`src/rtl/rxq_pkg.sv`:
```
package rxq_pkg;

  typedef enum logic [1:0] {
    TRIG_ANY     = 2'd0,
    TRIG_QUARTER = 2'd1,
    TRIG_HALF    = 2'd2,
    TRIG_NEAR    = 2'd3
  } trig_e;

endpackage

```
`src/rtl/rxq_store.sv`:
```
module rxq_store #(
  parameter int DEPTH = 16,
  parameter int W     = 8,
  localparam int AW   = $clog2(DEPTH),
  localparam int CW   = $clog2(DEPTH + 1)
) (
  input  logic          clk,
  input  logic          rst_n,
  input  logic          flush,
  input  logic          single,
  input  logic          push,
  input  logic          pop,
  input  logic [W-1:0]  wr_data,
  output logic [W-1:0]  head,
  output logic [CW-1:0] count
);

  logic [W-1:0]  mem [DEPTH];
  logic [AW-1:0] rptr, wptr;
  logic [AW-1:0] wr_addr;
  logic          wr_en;

  // single mode always writes the slot at the head
  assign wr_addr = single ? rptr : wptr;
  assign wr_en   = push && !flush;
  assign head    = mem[rptr];

  always_ff @(posedge clk) begin
    if (wr_en) mem[wr_addr] <= wr_data;
  end

  always_ff @(posedge clk or negedge rst_n) begin
    if (!rst_n) begin
      rptr  <= '0;
      wptr  <= '0;
      count <= '0;
    end else if (flush) begin
      rptr  <= '0;
      wptr  <= '0;
      count <= '0;
    end else if (single) begin
      if (push) begin
        wptr  <= rptr + AW'(1);
        count <= CW'(1);
      end else if (pop) begin
        rptr  <= rptr + AW'(1);
        count <= '0;
      end
    end else begin
      if (push) wptr <= wptr + AW'(1);
      if (pop)  rptr <= rptr + AW'(1);
      count <= count + CW'(push) - CW'(pop);
    end
  end


  count_bound_chk: assert property (@(posedge clk) disable iff (!rst_n)
    count <= CW'(DEPTH));


  single_cap_chk: assert property (@(posedge clk) disable iff (!rst_n)
    single && !flush |=> count <= CW'(1));

endmodule

```
`src/rtl/rxq_thresh.sv`:
```
module rxq_thresh #(
  parameter int DEPTH = 16,
  localparam int CW   = $clog2(DEPTH + 1)
) (
  input  rxq_pkg::trig_e code,
  input  logic           fifo_mode,
  input  logic [CW-1:0]  count,
  output logic           hit
);

  localparam logic [CW-1:0] THR_QUARTER = CW'(DEPTH / 4);
  localparam logic [CW-1:0] THR_HALF    = CW'(DEPTH / 2);
  localparam logic [CW-1:0] THR_NEAR    = CW'(DEPTH - 2);

  logic [CW-1:0] thr;

  always_comb begin
    unique case (code)
      rxq_pkg::TRIG_ANY:     thr = '0;
      rxq_pkg::TRIG_QUARTER: thr = THR_QUARTER;
      rxq_pkg::TRIG_HALF:    thr = THR_HALF;
      default:               thr = THR_NEAR;
    endcase
  end

  assign hit = !fifo_mode || (count > thr);

endmodule

```
`src/rtl/rxq_rdsel.sv`:
```
module rxq_rdsel #(
  parameter int ADDR_W     = 8,
  parameter int MAIN_OFF   = 'h00,
  parameter int ALIAS_BASE = 'h30,
  parameter int ALIAS_CNT  = 16,
  parameter int STRIDE     = 4
) (
  input  logic              rd_en,
  input  logic [ADDR_W-1:0] rd_addr,
  output logic              data_hit
);

  logic [ALIAS_CNT-1:0] match;

  for (genvar k = 0; k < ALIAS_CNT; k++) begin : g_alias
    assign match[k] = (rd_addr == ADDR_W'(ALIAS_BASE + k * STRIDE));
  end

  assign data_hit = rd_en && ((rd_addr == ADDR_W'(MAIN_OFF)) || (|match));

endmodule

```
`src/rtl/rxq_trigger_fifo.sv`:
```
module rxq_trigger_fifo #(
  parameter int DEPTH     = 16,
  parameter int W         = 8,
  parameter int ADDR_W    = 8,
  parameter int ALIAS_CNT = 16,
  localparam int CW       = $clog2(DEPTH + 1)
) (
  input  logic              clk,
  input  logic              rst_n,
  input  logic              fifo_en,
  input  logic [1:0]        trig_sel,
  input  logic              flush,
  input  logic              in_valid,
  output logic              in_ready,
  input  logic [W-1:0]      in_data,
  input  logic              rd_en,
  input  logic [ADDR_W-1:0] rd_addr,
  output logic [W-1:0]      rd_data,
  input  logic              ovr_clr,
  output logic [CW-1:0]     level,
  output logic              not_empty,
  output logic              full,
  output logic              overrun,
  output logic              trig_hit
);

  logic          mode_q;
  logic          mode_chg;
  logic          clear_all;
  logic          data_hit;
  logic          pop;
  logic          push;
  logic          drop;
  logic          overwrite;
  logic [W-1:0]  head;
  logic [CW-1:0] count;

  // a mode switch discards whatever the old mode held
  always_ff @(posedge clk or negedge rst_n) begin
    if (!rst_n) mode_q <= 1'b0;
    else        mode_q <= fifo_en;
  end

  assign mode_chg  = (mode_q != fifo_en);
  assign clear_all = flush || mode_chg;

  assign not_empty = (count != '0);
  assign full      = (count == CW'(DEPTH));
  assign level     = count;

  rxq_rdsel #(
    .ADDR_W    (ADDR_W),
    .MAIN_OFF  ('h00),
    .ALIAS_BASE('h30),
    .ALIAS_CNT (ALIAS_CNT),
    .STRIDE    (4)
  ) u_rdsel (
    .rd_en   (rd_en),
    .rd_addr (rd_addr),
    .data_hit(data_hit)
  );

  assign pop      = data_hit && not_empty;
  assign rd_data  = pop ? head : '0;

  assign in_ready  = !fifo_en || !full || pop;
  assign push      = in_valid && in_ready && !clear_all;
  assign drop      = fifo_en && in_valid && !in_ready && !clear_all;
  assign overwrite = !fifo_en && in_valid && not_empty && !pop && !clear_all;

  rxq_store #(
    .DEPTH(DEPTH),
    .W    (W)
  ) u_store (
    .clk    (clk),
    .rst_n  (rst_n),
    .flush  (clear_all),
    .single (!fifo_en),
    .push   (push),
    .pop    (pop && !clear_all),
    .wr_data(in_data),
    .head   (head),
    .count  (count)
  );

  rxq_thresh #(
    .DEPTH(DEPTH)
  ) u_thresh (
    .code     (rxq_pkg::trig_e'(trig_sel)),
    .fifo_mode(fifo_en),
    .count    (count),
    .hit      (trig_hit)
  );

  always_ff @(posedge clk or negedge rst_n) begin
    if (!rst_n)                 overrun <= 1'b0;
    else if (drop || overwrite) overrun <= 1'b1;
    else if (ovr_clr)           overrun <= 1'b0;
  end


  drop_hold_chk: assert property (@(posedge clk) disable iff (!rst_n)
    fifo_en && in_valid && !in_ready && !clear_all |=> (level == $past(level)) && overrun);


  pushpop_level_chk: assert property (@(posedge clk) disable iff (!rst_n)
    fifo_en && in_valid && in_ready && rd_en && not_empty && data_hit && !clear_all
    |=> level == $past(level));


  empty_read_chk: assert property (@(posedge clk) disable iff (!rst_n)
    rd_en && !not_empty |-> rd_data == '0);


  single_trig_chk: assert property (@(posedge clk) disable iff (!rst_n)
    !fifo_en |-> trig_hit);


  flush_empty_chk: assert property (@(posedge clk) disable iff (!rst_n)
    flush |=> level == '0);


  ovr_sticky_chk: assert property (@(posedge clk) disable iff (!rst_n)
    overrun && !ovr_clr |=> overrun);

endmodule

```
`config.mk`:
```
export PLATFORM = sky130hd
export DESIGN_NAME = rxq_trigger_fifo
export DESIGN_NICKNAME = d
export VERILOG_FILES = /design/src/rtl/rxq_pkg.sv /design/src/rtl/rxq_store.sv /design/src/rtl/rxq_thresh.sv /design/src/rtl/rxq_rdsel.sv /design/src/rtl/rxq_trigger_fifo.sv
export SDC_FILE = /design/constraint.sdc
export NUM_CORES = 1
export LEC_CHECK = 0
export CORE_AREA = 2 2 127 104
export DETAILED_ROUTE_END_ITERATION = 12
export DIE_AREA = 0 0 129 106
export HOLD_SLACK_MARGIN = 0.05
export PLACE_DENSITY = 0.75
export SYNTH_ARGS = -nofsm -noshare
export SYNTH_HDL_FRONTEND = slang
export SYNTH_SLANG_ARGS = --single-unit
```
`constraint.sdc`:
```
create_clock -name clk -period 3.2 [get_ports clk]
set_input_delay 0.64 -clock clk [delete_from_list [all_inputs] [get_ports clk]]
set_output_delay 0.64 -clock clk [all_outputs]
set_load 0.005 [all_outputs]
```
==> results of run 1 <==
==> stage by stage <==
stage / power (mW) / instances / TNS [ns] / worst slack, ns
detailed placement: 2.242 / 624 / -1.388 / -0.2856
global route: 4.267 / 658 / 0 / 0.02135
floorplan: 2.143 / 389 / 0 / 0.07524
global placement: 2.234 / 624 / -0.8034 / -0.1408
CTS: 4.160 / 658 / 0 / 0.006513
finish: 4.143 / 658 / 0 / 0.1378
==> final cells by class <==
type,count,area [um^2]
clock buffers,19,432.9
clock inverters,11,143.9
fillers,859,4601
inverters,16,60.06
multi-input cells,207,2078
flip-flops and latches,143,4222
well taps,175,219.0
repair buffers,87,789.5
==> layout by cell type, fill, tap and decap left out, drive strengths merged, types with 3 or more instances in the layout <==
cell / Yosys / final
clkbuf: 13 / 19
nor2b: 9 / 9
nor4: 6 / 6
nor3: 18 / 18
ha: 11 / 11
a211oi: 9 / 9
clkinv: 0 / 5
bufinv: 0 / 3
nor4b: 3 / 3
clkinvlp: 0 / 3
o211ai: 6 / 6
buf: 10 / 45
mux4: 32 / 32
o22ai: 8 / 8
nand2: 16 / 16
nor2: 14 / 14
mux2i: 3 / 3
inv: 16 / 16
dfrtp: 15 / 15
xor2: 4 / 4
edfxtp: 128 / 128
o21ai: 7 / 7
a21oi: 11 / 11
clkdlybuf4s50: 0 / 32
a31oi: 5 / 5
nand4: 4 / 4
nand3: 7 / 7
nand2b: 5 / 5
dlygate4sd2: 0 / 8
==> critical path, delay by kind of cell <==
family                 cells  cell delay [ns]
AOI/OAI and AO/OA          1             0.09
and+or+nand+nor            2             0.46
buffers and inverters      4             1.21
==> sequential cells by signal, indices dropped and copies added, names as in the netlist <==
| name | flops |
|---|---|
| mode_q | 1 |
| overrun | 1 |
| u_store.count | 5 |
| u_store.mem | 128 |
| u_store.rptr | 4 |
| u_store.wptr | 4 |
==> how the worst min path moves through the flow <==
| stage | slack (ns) | depth (start not counted) | start | to |
|---|---|---|---|---|
| 2_1_floorplan | 0.34 | 0 | rst_n | mode_q |
| 3_3_place_gp | 0.55 | 2 | overrun | overrun |
| 3_5_place_dp | 0.57 | 2 | overrun | overrun |
| 4_1_cts | 0.58 | 2 | overrun | overrun |
| 5_1_grt | 0.60 | 2 | overrun | overrun |
| 6_report | 0.58 | 2 | overrun | overrun |
==> where the power goes <==
part	switching, mW	internal [mW]	total, mW	leakage (nW)
logic	0.0956	0.0675	0.163	1.10
clock network	0.722	1.21	1.93	0.272
registers	0.00519	2.04	2.05	1.35
==> repair_timing <==
action / CTS / global route
pin swaps: 5 / 2
hold buffers: 0 / 0
setup buffers: 4 / 0
endpoints found under the setup margin: 8 / 4
gates resized for setup: 23 / 6
==> layer usage <==
| metal | global-route usage | share of wire | vias to the layer above |
|---|---|---|---|
| met5 | 0 | 0 | - |
| met4 | 0.07065 | 0.015 | 0 |
| met3 | 0.06844 | 0.063 | 26 |
| met2 | 0.3473 | 0.47 | 142 |
| met1 | 0.3231 | 0.45 | 2006 |
| li1 | - | - | 1738 |
==> cells by family (layout without fill, tap and decap cells) <==
| family | Yosys count | count (layout) | share of synthesized area |
|---|---|---|---|
| flops | 143 | 143 | 0.6531 |
| xor+xnor | 4 | 4 | 0.005423 |
| buf+inv | 39 | 133 | 0.04125 |
| mux | 36 | 36 | 0.1243 |
| simple gates | 94 | 94 | 0.08425 |
| compound gates | 61 | 61 | 0.06721 |
| fa+ha+maj | 12 | 12 | 0.02440 |
==> metrics.md, run 1 <==
| Metric | Value |
|---|---|
| Status | finished clean |
| R2R cell count | 15 |
| Total congestion overflow | 0 |
| Vias in the first global route | 3942 |
| FF-to-FF End | u_store.count[4] |
| Crit share post-route | 0.9569 |
| Cell with the most instances after synthesis | edfxtp_1 |
| Max-cap viol count | 0 |
| Final Hold Viols | 0 |
| Fin area | 0.007945 mm^2 |
| Worst setup EP type | output pin |
| First-pass GRT wire length | 22580 um |
| P_leak | 2.724 nW |
| Slew headroom | 0.4948 |
| Synth top area share | 0.5950 |
| Post-synthesis cell count | 389 |
| Total wire length | 14570 um |
| Worst path cell trace | clkdlybuf4s50_1 > nor4b_4 > buf_4 > buf_4 > o211ai_2 > nand3_1 > clkdlybuf4s50_1 |
| R2R Path Start | u_store.count[3] |
| Worst-margin pin slew | 0.7554 ns |
| PortBufs | 42 |
| Clock transition at the registers of the reported paths | 0.06 ns |
| Layout area overhead | 22.99% |
| Synth top area cells | edfxtp_1 (60%), mux4_2 (7.3%), dfrtp_1 (5.8%), mux4_1 (4.5%), ha_1 (2.1%) |
| Worst hold path type | register to register |
| Setup slack, reg-to-reg | 0.25 ns |
| Post-synth ARST share | 0.1049 |
| Hold WS | 0.5792 ns |
| Clock Path Buffers | 2 |
| Final GP Congestion | 0.9144 |
| Startpoint Class | input port |
| Power per cell area | 521.5 mW/mm^2 |
| CTS tree | yes |
| Die Ht | 106 um |
| CP max-delay cell | clkdlybuf4s50_1 |
| Placed inst area | 0.007246 mm^2 |
| Initial Utilization | 0.5149 |
| Number of flops mapped to enable cells by yosys | 128 |
| # setup viols final | 0 |
| H-tree lvl count | 4 |
| Largest net degree at the start of global routing | 33 |
| Synthesized cell area | 0.006460 mm^2 |
| Main flop type after synthesis | edfxtp_1 |
| Die width | 129 um |
| Mean number of vias per cell | 5.945 |
| DP Wirelength | 9292 um |
| CTS Buf Count | 17 |
| Layout cells sized above 1 | 0.2526 |
| Yosys top cell by area | edfxtp_1 |
| CP Data Arrival Time | 2.42 ns |
| Top-Level Pins | 43 |
| Layout Utilization | 0.6333 |
| 1st-iter DRT viols | 388 |
| # nets final | 509 |
| Drt drc | 0 |
| Minimum clock period | 3.062 ns |
| CP endpoint | in_ready |
| Sequential element share of the synthesized area | 0.6531 |
| WL/cell | 22.14 um |
| Slowest Stage Delay on Critical Path | 0.52 ns |
| Yosys warns | 0 |
| Max-slew violation count | 0 |
| Crit Path Category | input port to output pin |
| Syn avg cell area | 16.61 um^2 |
| Via count | 3912 |
| Crit path required time | 2.56 ns |
| First drt pass iteration count | 7 |
| Critical path fanouts, max | 2 |
| Syn Nets | 426 |
| Core area | 0.01255 mm^2 |
| VDD IR max | 0.4007 mV |
| Yosys reg bits | 143 |
| DIE AREA | 0.01367 mm^2 |
| Worst-Skew Late Latency | 0.42 ns |
| # clock sinks | 143 |
| Antenna Cells | 0 |
| DRT antenna net count | 0 |
| Initial antenna violation count | 0 |
| Row Count | 37 |
| Post-synth top cells | edfxtp_1 (128), mux4_2 (21), nor3_1 (18) |
| RSZ-0062 raised after global routing | false |
| GRT Util Overall | 0.2292 |
| Synth cell types | 59 |
| Fmax | 0.3266 GHz |
| Worst Skew | 0.01069 ns |
| CTS root buf | clkbuf_16 |
| Worst setup path start | rd_addr[7] |
(Power assumes the default switching activity.)
==> inputs of run 2 (changes only) <==
- ABC_AREA: default -> 1
- PLACE_DENSITY: 0.75 -> 0.74
==> metrics.md, run 2 <==
| Metric | Value |
|---|---|
| Antenna Cells | 0 (unchanged) |
| VDD IR max | 0.5283 mV (was 0.4007 mV) |
| Layout area overhead | 21.29% (was 22.99%) |
| Biggest register | u_store.mem (unchanged) |
| 1st-iter DRT viols | 471 (was 388) |
| Largest net degree at the start of global routing | 69 (was 33) |
| Synth top area cells | edfxtp_1 (60%), nand2_1 (10%), nand3_1 (8.2%), dfrtp_1 (5.9%), a21oi_1 (2.3%) (was edfxtp_1 (60%), mux4_2 (7.3%), dfrtp_1 (5.8%), mux4_1 (4.5%), ha_1 (2.1%)) |
| Layout cells sized above 1 | 0.1281 (was 0.2526) |
| Placed inst area | 0.007212 mm^2 (was 0.007246 mm^2) |
| Vias in the first global route | 4724 (was 3942) |
| DRT antenna net count | 0 (unchanged) |
| Multi-input logic area | 0.001954 mm^2 (was 0.002078 mm^2) |
| Commonest non-fill, non-tap cell in the layout | nand2_1 (was edfxtp_1) |
| CTS Buf Count | 17 (unchanged) |
| Synthesized cell area | 0.006416 mm^2 (was 0.006460 mm^2) |
| Fin area | 0.007782 mm^2 (was 0.007945 mm^2) |
| Logic gate share of total power | 0.036 (was 0.039) |
| H-tree lvl count | 4 (unchanged) |
| Yosys warns | 0 (unchanged) |
| Clock transition at the registers of the reported paths | 0.06 ns (about the same) |
| CP Data Arrival Time | 2.44 ns (was 2.42 ns) |
| Max-cap viol count | 0 (unchanged) |
| # clock sinks | 143 (unchanged) |
| Final GP Congestion | 0.8420 (was 0.9144) |
| Crit path required time | 2.56 ns (about the same) |
| Post-CTS Resized | 0 (was 23) |
| Die Ht | 106 um (unchanged) |
| Post-synth ARST share | 0.1049 (unchanged) |
| Total wire length | 14710 um (was 14570 um) |
| CTS hold repair buffers | 0 (unchanged) |
| Clk pwr share | 0.453 (was 0.467) |
| Crit share post-route | 0.9633 (was 0.9569) |
| Post-synthesis cell count | 602 (was 389) |
| Main flop type after synthesis | edfxtp_1 (unchanged) |
| Row Count | 37 (unchanged) |
| Worst hold path type | register to register (unchanged) |
| Slowest Stage Delay on Critical Path | 0.52 ns (about the same) |
| Sw Ratio | 0.2120 (was 0.1986) |
| Minimum clock period | 3.083 ns (was 3.062 ns) |
| Mean number of vias per cell | 5.382 (was 5.945) |
| DP Wirelength | 9418 um (was 9292 um) |
| Reg power frac | 0.511 (was 0.494) |
| Hold WS | 0.5449 ns (was 0.5792 ns) |
| # setup viols final | 0 (unchanged) |
| Die width | 129 um (unchanged) |
| Initial Utilization | 0.5114 (was 0.5149) |
| Crit path max-delay family | buffers and inverters (unchanged) |
| GRT Util Overall | 0.2335 (was 0.2292) |
| First-pass GRT wire length | 23580 um (was 22580 um) |
| Yosys reg bits | 143 (unchanged) |
| Storage element area | 0.004220 mm^2 (was 0.004222 mm^2) |
| Fillers | 989 (was 859) |
| Power per cell area | 515.5 mW/mm^2 (was 521.5 mW/mm^2) |
| Max-slew violation count | 0 (unchanged) |
| Top-Level Pins | 43 (unchanged) |
| Syn avg cell area | 10.66 um^2 (was 16.61 um^2) |
| DIE AREA | 0.01367 mm^2 (unchanged) |
| CP max-delay cell | clkdlybuf4s50_1 (unchanged) |
| Worst-Skew Late Latency | 0.43 ns (was 0.42 ns) |
| Core area | 0.01255 mm^2 (unchanged) |
| # nets final | 704 (was 509) |
| Slew headroom | 0.4385 (was 0.4948) |
| P_leak | 2.969 nW (was 2.724 nW) |
| Layout Utilization | 0.6203 (was 0.6333) |
| Total congestion overflow | 0 (unchanged) |
| Largest regs | u_store.mem: 128 flops, u_store.count: 5 flops (unchanged) |
| Via count | 4596 (was 3912) |
| Worst setup EP type | output pin (unchanged) |
| Startpoint Class | input port (unchanged) |
| Final Hold Viols | 0 (unchanged) |
| Drt drc | 0 (unchanged) |
| Initial antenna violation count | 0 (unchanged) |
| CTS root buf | clkbuf_16 (unchanged) |
| Worst path cell trace | clkdlybuf4s50_1 > inv_1 > nor2_1 > nand2_1 > nor2_4 > nand3_2 > inv_2 > buf_12 > nand2_1 > nor2_1 > clkdlybuf4s50_1 (was clkdlybuf4s50_1 > nor4b_4 > buf_4 > buf_4 > o211ai_2 > nand3_1 > clkdlybuf4s50_1) |
| First drt pass iteration count | 5 (was 7) |
| Most frequent cells in the layout | nand2_1 (172), edfxtp_1 (128), nand3_1 (104) (was edfxtp_1 (128), buf_4 (42), clkdlybuf4s50_1 (32)) |
| Power, Total | 4.012 mW (was 4.143 mW) |
| Crit Path Category | input port to output pin (unchanged) |
| Sequential element share of the synthesized area | 0.6576 (was 0.6531) |
| WL/cell | 17.23 um (was 22.14 um) |
| Internal power | 3.161 mW (was 3.320 mW) |
| Fmax | 0.3244 GHz (was 0.3266 GHz) |
| Yosys top cell by area | edfxtp_1 (unchanged) |
| Status | finished clean (unchanged) |
| Synth top area share | 0.5991 (was 0.5950) |
| Final setup TNS | 0 ns (unchanged) |
| Total setup buffers inserted after CTS | 0 (was 4) |
| Clock Path Buffers | 2 (unchanged) |
| Synth cell types | 34 (was 59) |
| Post-synth top cells | nand2_1 (172), edfxtp_1 (128), nand3_1 (105) (was edfxtp_1 (128), mux4_2 (21), nor3_1 (18)) |
| Syn Nets | 639 (was 426) |
| Number of flops mapped to enable cells by yosys | 128 (unchanged) |
| PortBufs | 42 (unchanged) |
| Psw | 850.6 uW (was 822.8 uW) |
| Cell with the most instances after synthesis | nand2_1 (was edfxtp_1) |
| CTS tree | yes (unchanged) |
| Crit path buf inv count | 5 (was 4) |
| Worst-margin pin slew | 0.8396 ns (was 0.7554 ns) |
| Number of flip-flops in the largest register | 128 (unchanged) |
| Worst Skew | 0.01268 ns (was 0.01069 ns) |
| Critical path fanouts, max | 8 (was 2) |
[run 2: cell count changes in the layout (fill, tap and decap cells not counted), moves of 8 or more]
cell / previous run / this run
nand2_1: 14 / 172
nand3_1: 7 / 104
mux4_2: 21 / 0
nor2_1: 14 / 35
a21oi_1: 10 / 29
buf_4: 42 / 28
nor3_1: 14 / 0
mux4_1: 11 / 0
clkdlybuf4s50_1: 32 / 42
nor2b_1: 9 / 0
dlygate4sd2_1: 8 / 0
[run 2: logic make-up (layout without fill, tap and decap cells)]
family,count (synthesis),in the layout,share of synthesized area
AND/OR/NAND/NOR,335,335,0.2299
flip-flops,143,143,0.6576
buffers and inverters,59,136,0.04017
AO/OA/AOI/OAI,45,45,0.03666
adder cells (fa/ha/maj),12,12,0.02457
XOR/XNOR,7,7,0.009556
multiplexers,1,1,0.001560
[run 2: layer usage]
metal | vias to the layer above | routed length, um | GRT usage
met5 | - | 0 | 0
met4 | 0 | 150 | 0.08773
met3 | 14 | 1235 | 0.06744
met2 | 190 | 6891 | 0.3643
met1 | 2184 | 6433 | 0.3126
li1 | 2208 | - | -
[run 2: worst paths after layout]
check                      cells past startpoint             start  slack [ns]               end
max                                           11             rd_en        0.12        rd_data[2]
min                                            2   u_store.wptr[3]        0.54   u_store.wptr[3]
max reg2reg                                   15  u_store.count[2]        0.39  u_store.count[4]
min reg2reg                                    2   u_store.wptr[3]        0.54   u_store.wptr[3]
max in group asynchronous                      1             rst_n        2.08   u_store.rptr[0]
min in group asynchronous                      1             rst_n        0.63  u_store.count[2]
[run 2: final cells by class]
| type | instances | share of cell area |
|---|---|---|
| Sequential cell | 143 | 0.5423 |
| Multi-Input combinational cell | 400 | 0.2511 |
| Timing Repair Buffer | 75 | 0.09277 |
| Clock buffer | 17 | 0.05466 |
| Tap cell | 175 | 0.02814 |
| Inverter | 30 | 0.01559 |
| Clock inverter | 14 | 0.01543 |
[run 2: power groups by stage]
| stage | clock (mW) | sequential, mW | combinational [mW] |
|---|---|---|---|
| floorplan | 0 | 2.09 | 0.0567 |
| global route | 1.92 | 2.05 | 0.161 |
| global placement | 0 | 2.09 | 0.139 |
| CTS | 1.84 | 2.05 | 0.145 |
| detailed placement | 0 | 2.09 | 0.144 |
| finish | 1.82 | 2.05 | 0.145 |
[run 2: metrics by stage]
stage | setup slack, ns | cells
floorplan | 0.4862 | 602
CTS | 0.002570 | 854
global route | -0.0003659 | 854
detailed placement | -0.1113 | 823
finish | 0.1173 | 854
global placement | -0.01736 | 823
[run 2: worst min-delay path, stage by stage, from the launching register on]
cell and delay [ns]:
dfrtp_1 0.37, nand3_1 0.08, nand2_1 0.06
==> inputs of run 3 (changes only) <==
- CORE_AREA: 2 2 127 104 -> 2 2 102 129
- DIE_AREA: 0 0 129 106 -> 0 0 104 131
==> metrics.md, run 3 (synthesis gave the netlist of run 2 again) <==
| Metric | Value |
|---|---|
| Layout cells sized above 1 | 0.1305 (was 0.1281) |
| Sw Ratio | 0.1990 (was 0.2120) |
| First-pass GRT wire length | 23740 um (was 23580 um) |
| DIE AREA | 0.01362 mm^2 (was 0.01367 mm^2) |
| Crit Path Category | register to output pin (was input port to output pin) |
| Worst setup EP type | output pin (unchanged) |
| Worst path cell trace | clkinvlp_4 > buf_12 > nand2_1 > nand3_1 > nand3_1 > nand3_1 > nand2_1 > nor2_1 > clkdlybuf4s50_1 (was clkdlybuf4s50_1 > inv_1 > nor2_1 > nand2_1 > nor2_4 > nand3_2 > inv_2 > buf_12 > nand2_1 > nor2_1 > clkdlybuf4s50_1) |
| Total wire length | 15460 um (was 14710 um) |
| Die Ht | 131 um (was 106 um) |
| Drt drc | 0 (unchanged) |
| Worst Skew | 0.006801 ns (was 0.01268 ns) |
| Total congestion overflow | 0 (unchanged) |
| Worst hold path type | register to register (unchanged) |
| First drt pass iteration count | 6 (was 5) |
| PortBufs | 42 (unchanged) |
| Commonest non-fill, non-tap cell in the layout | nand2_1 (unchanged) |
| Crit share post-route | 0.9711 (was 0.9633) |
| FF-to-FF End | u_store.count[4] (unchanged) |
| H-tree lvl count | 4 (unchanged) |
| Most frequent cells in the layout | nand2_1 (172), edfxtp_1 (128), nand3_1 (103) (was nand2_1 (172), edfxtp_1 (128), nand3_1 (104)) |
| Clk pwr share | 0.485 (was 0.453) |
| Power per cell area | 541.9 mW/mm^2 (was 515.5 mW/mm^2) |
| Fillers | 978 (was 989) |
| Row Count | 46 (was 37) |
| Top-Level Pins | 43 (unchanged) |
| Worst-Skew Late Latency | 0.42 ns (was 0.43 ns) |
| Crit path required time | 2.56 ns (about the same) |
| Core area | 0.01243 mm^2 (was 0.01255 mm^2) |
| Initial Utilization | 0.5161 (was 0.5114) |
| Final GP Congestion | 0.9005 (was 0.8420) |
| P_leak | 3.024 nW (was 2.969 nW) |
| DRT antenna net count | 0 (unchanged) |
| Largest regs | u_store.mem: 128 flops, u_store.count: 5 flops (unchanged) |
| WL/cell | 18.19 um (was 17.23 um) |
| Psw | 847.7 uW (was 850.6 uW) |
| Clock Path Buffers | 2 (unchanged) |
| Layout area overhead | 22.54% (was 21.29%) |
| CP max-delay cell | clkdlybuf4s50_1 (unchanged) |
| Worst hold start | overrun (was u_store.wptr[3]) |
| WHS Path Cells | 2 (unchanged) |
| CTS Buf Count | 17 (unchanged) |
| Max-slew violation count | 0 (unchanged) |
| R2R cell count | 15 (unchanged) |
| Minimum clock period | 3.108 ns (was 3.083 ns) |
| Slew headroom | 0.5083 (was 0.4385) |
| VDD IR max | 0.4411 mV (was 0.5283 mV) |
| Final Hold Viols | 0 (unchanged) |
| GRT Util Overall | 0.2348 (was 0.2335) |
| Finished Layout Cells | 850 (was 854) |
| Worst-margin pin slew | 0.7352 ns (was 0.8396 ns) |
| Dpl cells | 813 (was 823) |
| R2R Path Start | u_store.count[2] (unchanged) |
| Critical path fanouts, max | 33 (was 8) |
| Layout Utilization | 0.6324 (was 0.6203) |
| Startpoint Class | register (was input port) |
| Power, Total | 4.260 mW (was 4.012 mW) |
| # clock sinks | 143 (unchanged) |
| Die width | 104 um (was 129 um) |
| Max-cap viol count | 0 (unchanged) |
| Clock transition at the registers of the reported paths | 0.06 ns (about the same) |
| CTS hold repair buffers | 0 (unchanged) |
| CP Data Arrival Time | 2.47 ns (was 2.44 ns) |
| Vias in the first global route | 4612 (was 4724) |
| Status | finished clean (unchanged) |
| Internal power | 3.413 mW (was 3.161 mW) |
| Hold Path End | overrun (was u_store.wptr[3]) |
| Number of flip-flops in the largest register | 128 (unchanged) |
| Antenna Cells | 0 (unchanged) |
| CP most frequent cell | nand3_1 |
| Logic gate share of total power | 0.034 (was 0.036) |
| Setup slack, reg-to-reg | 0.40 ns (was 0.39 ns) |
| Final setup TNS | 0 ns (unchanged) |
| Biggest register | u_store.mem (unchanged) |
| Initial antenna violation count | 0 (unchanged) |
| Reg power frac | 0.481 (was 0.511) |
| CTS root buf | clkbuf_16 (unchanged) |
| Mean number of vias per cell | 5.589 (was 5.382) |
| Slowest Stage Delay on Critical Path | 0.52 ns (about the same) |
| CTS tree | yes (unchanged) |
| Crit path max-delay family | buffers and inverters (unchanged) |
| Fmax | 0.3218 GHz (was 0.3244 GHz) |
| 1st-iter DRT viols | 440 (was 471) |
| DP Wirelength | 9757 um (was 9418 um) |
| # setup viols final | 0 (unchanged) |
| Via count | 4751 (was 4596) |
| # nets final | 706 (was 704) |
| Crit path buf inv count | 3 (was 5) |
| Largest net degree at the start of global routing | 66 (was 69) |
-- run 3: changes by cell type in the layout (fill, tap and decap cells not counted), sizes merged --
cell	before	now
bufinv	1	4
clkinvlp	6	4
clkinv	6	3
clkbuf	17	22
-- run 3: timing repair --
action | 4_1_cts | 5_1_grt
buffers inserted | 0 | 4
gates resized for setup | 3 | 6
endpoints found under the setup margin | 8 | 8
cloned | 0 | 1
-- run 3: metrics by stage --
| stage | hold WS, ns | setup WS, ns | area (um^2) |
|---|---|---|---|
| 6_report | 0.5443 | 0.09248 | 7863 |
| 5_1_grt | 0.5706 | -0.001647 | 7863 |
| 4_1_cts | 0.5506 | 0.01510 | 7782 |
| 3_5_place_dp | 0.5370 | -0.1429 | 7156 |
| 3_3_place_gp | 0.5273 | -0.03699 | 7156 |
| 2_1_floorplan | 0.3444 | 0.4862 | 6416 |
-- run 3: power groups by stage --
stage          Clock, mW  Combinational, mW  Sequential, mW
2_1_floorplan          0             0.0567            2.09
3_3_place_gp           0              0.138            2.09
3_5_place_dp           0              0.143            2.09
4_1_cts             2.08              0.144            2.05
5_1_grt             2.16              0.160            2.05
6_report            2.07              0.144            2.05
-- run 3: worst reg2reg max path: cells and delay by family, from the launching register on --
family	cells	cell delay, ns
AO/OA/AOI/OAI	1	0.06
adder cells (fa/ha/maj)	4	1.01
buffers and inverters	4	0.31
flip-flops	1	0.42
AND/OR/NAND/NOR	6	0.91
-- run 3: area by class of cell --
type | count | area [um^2] | area share
multi-input combinational | 400 | 1968 | 0.2503
sequential | 143 | 4220 | 0.5368
timing repair buffer | 77 | 723.2 | 0.09198
clock buffer | 20 | 436.7 | 0.05554
tap | 168 | 210.2 | 0.02673
inverter | 30 | 121.4 | 0.01544
clock inverter | 12 | 182.7 | 0.02323
-- run 3: worst max path at each step --
stage / startpoint / end / slack, ns / cells after the start
CTS: u_store.rptr[0] / rd_data[5] / 0.02 / 9
detailed placement: rd_en / rd_data[0] / -0.14 / 10
floorplan: fifo_en / u_store.count[4] / 0.49 / 16
finish: u_store.rptr[0] / rd_data[0] / 0.09 / 9
global route: u_store.rptr[0] / rd_data[0] / -0.002 / 9
global placement: rd_en / rd_data[0] / -0.04 / 10
-- run 3: metal layers --
layer	vias up	global-route usage	wire length, um
met3	51	0.06498	1003
met2	197	0.4234	8002
met1	2287	0.2523	5721
met5	-	0	0
li1	2216	-	-
met4	0	0.1296	731
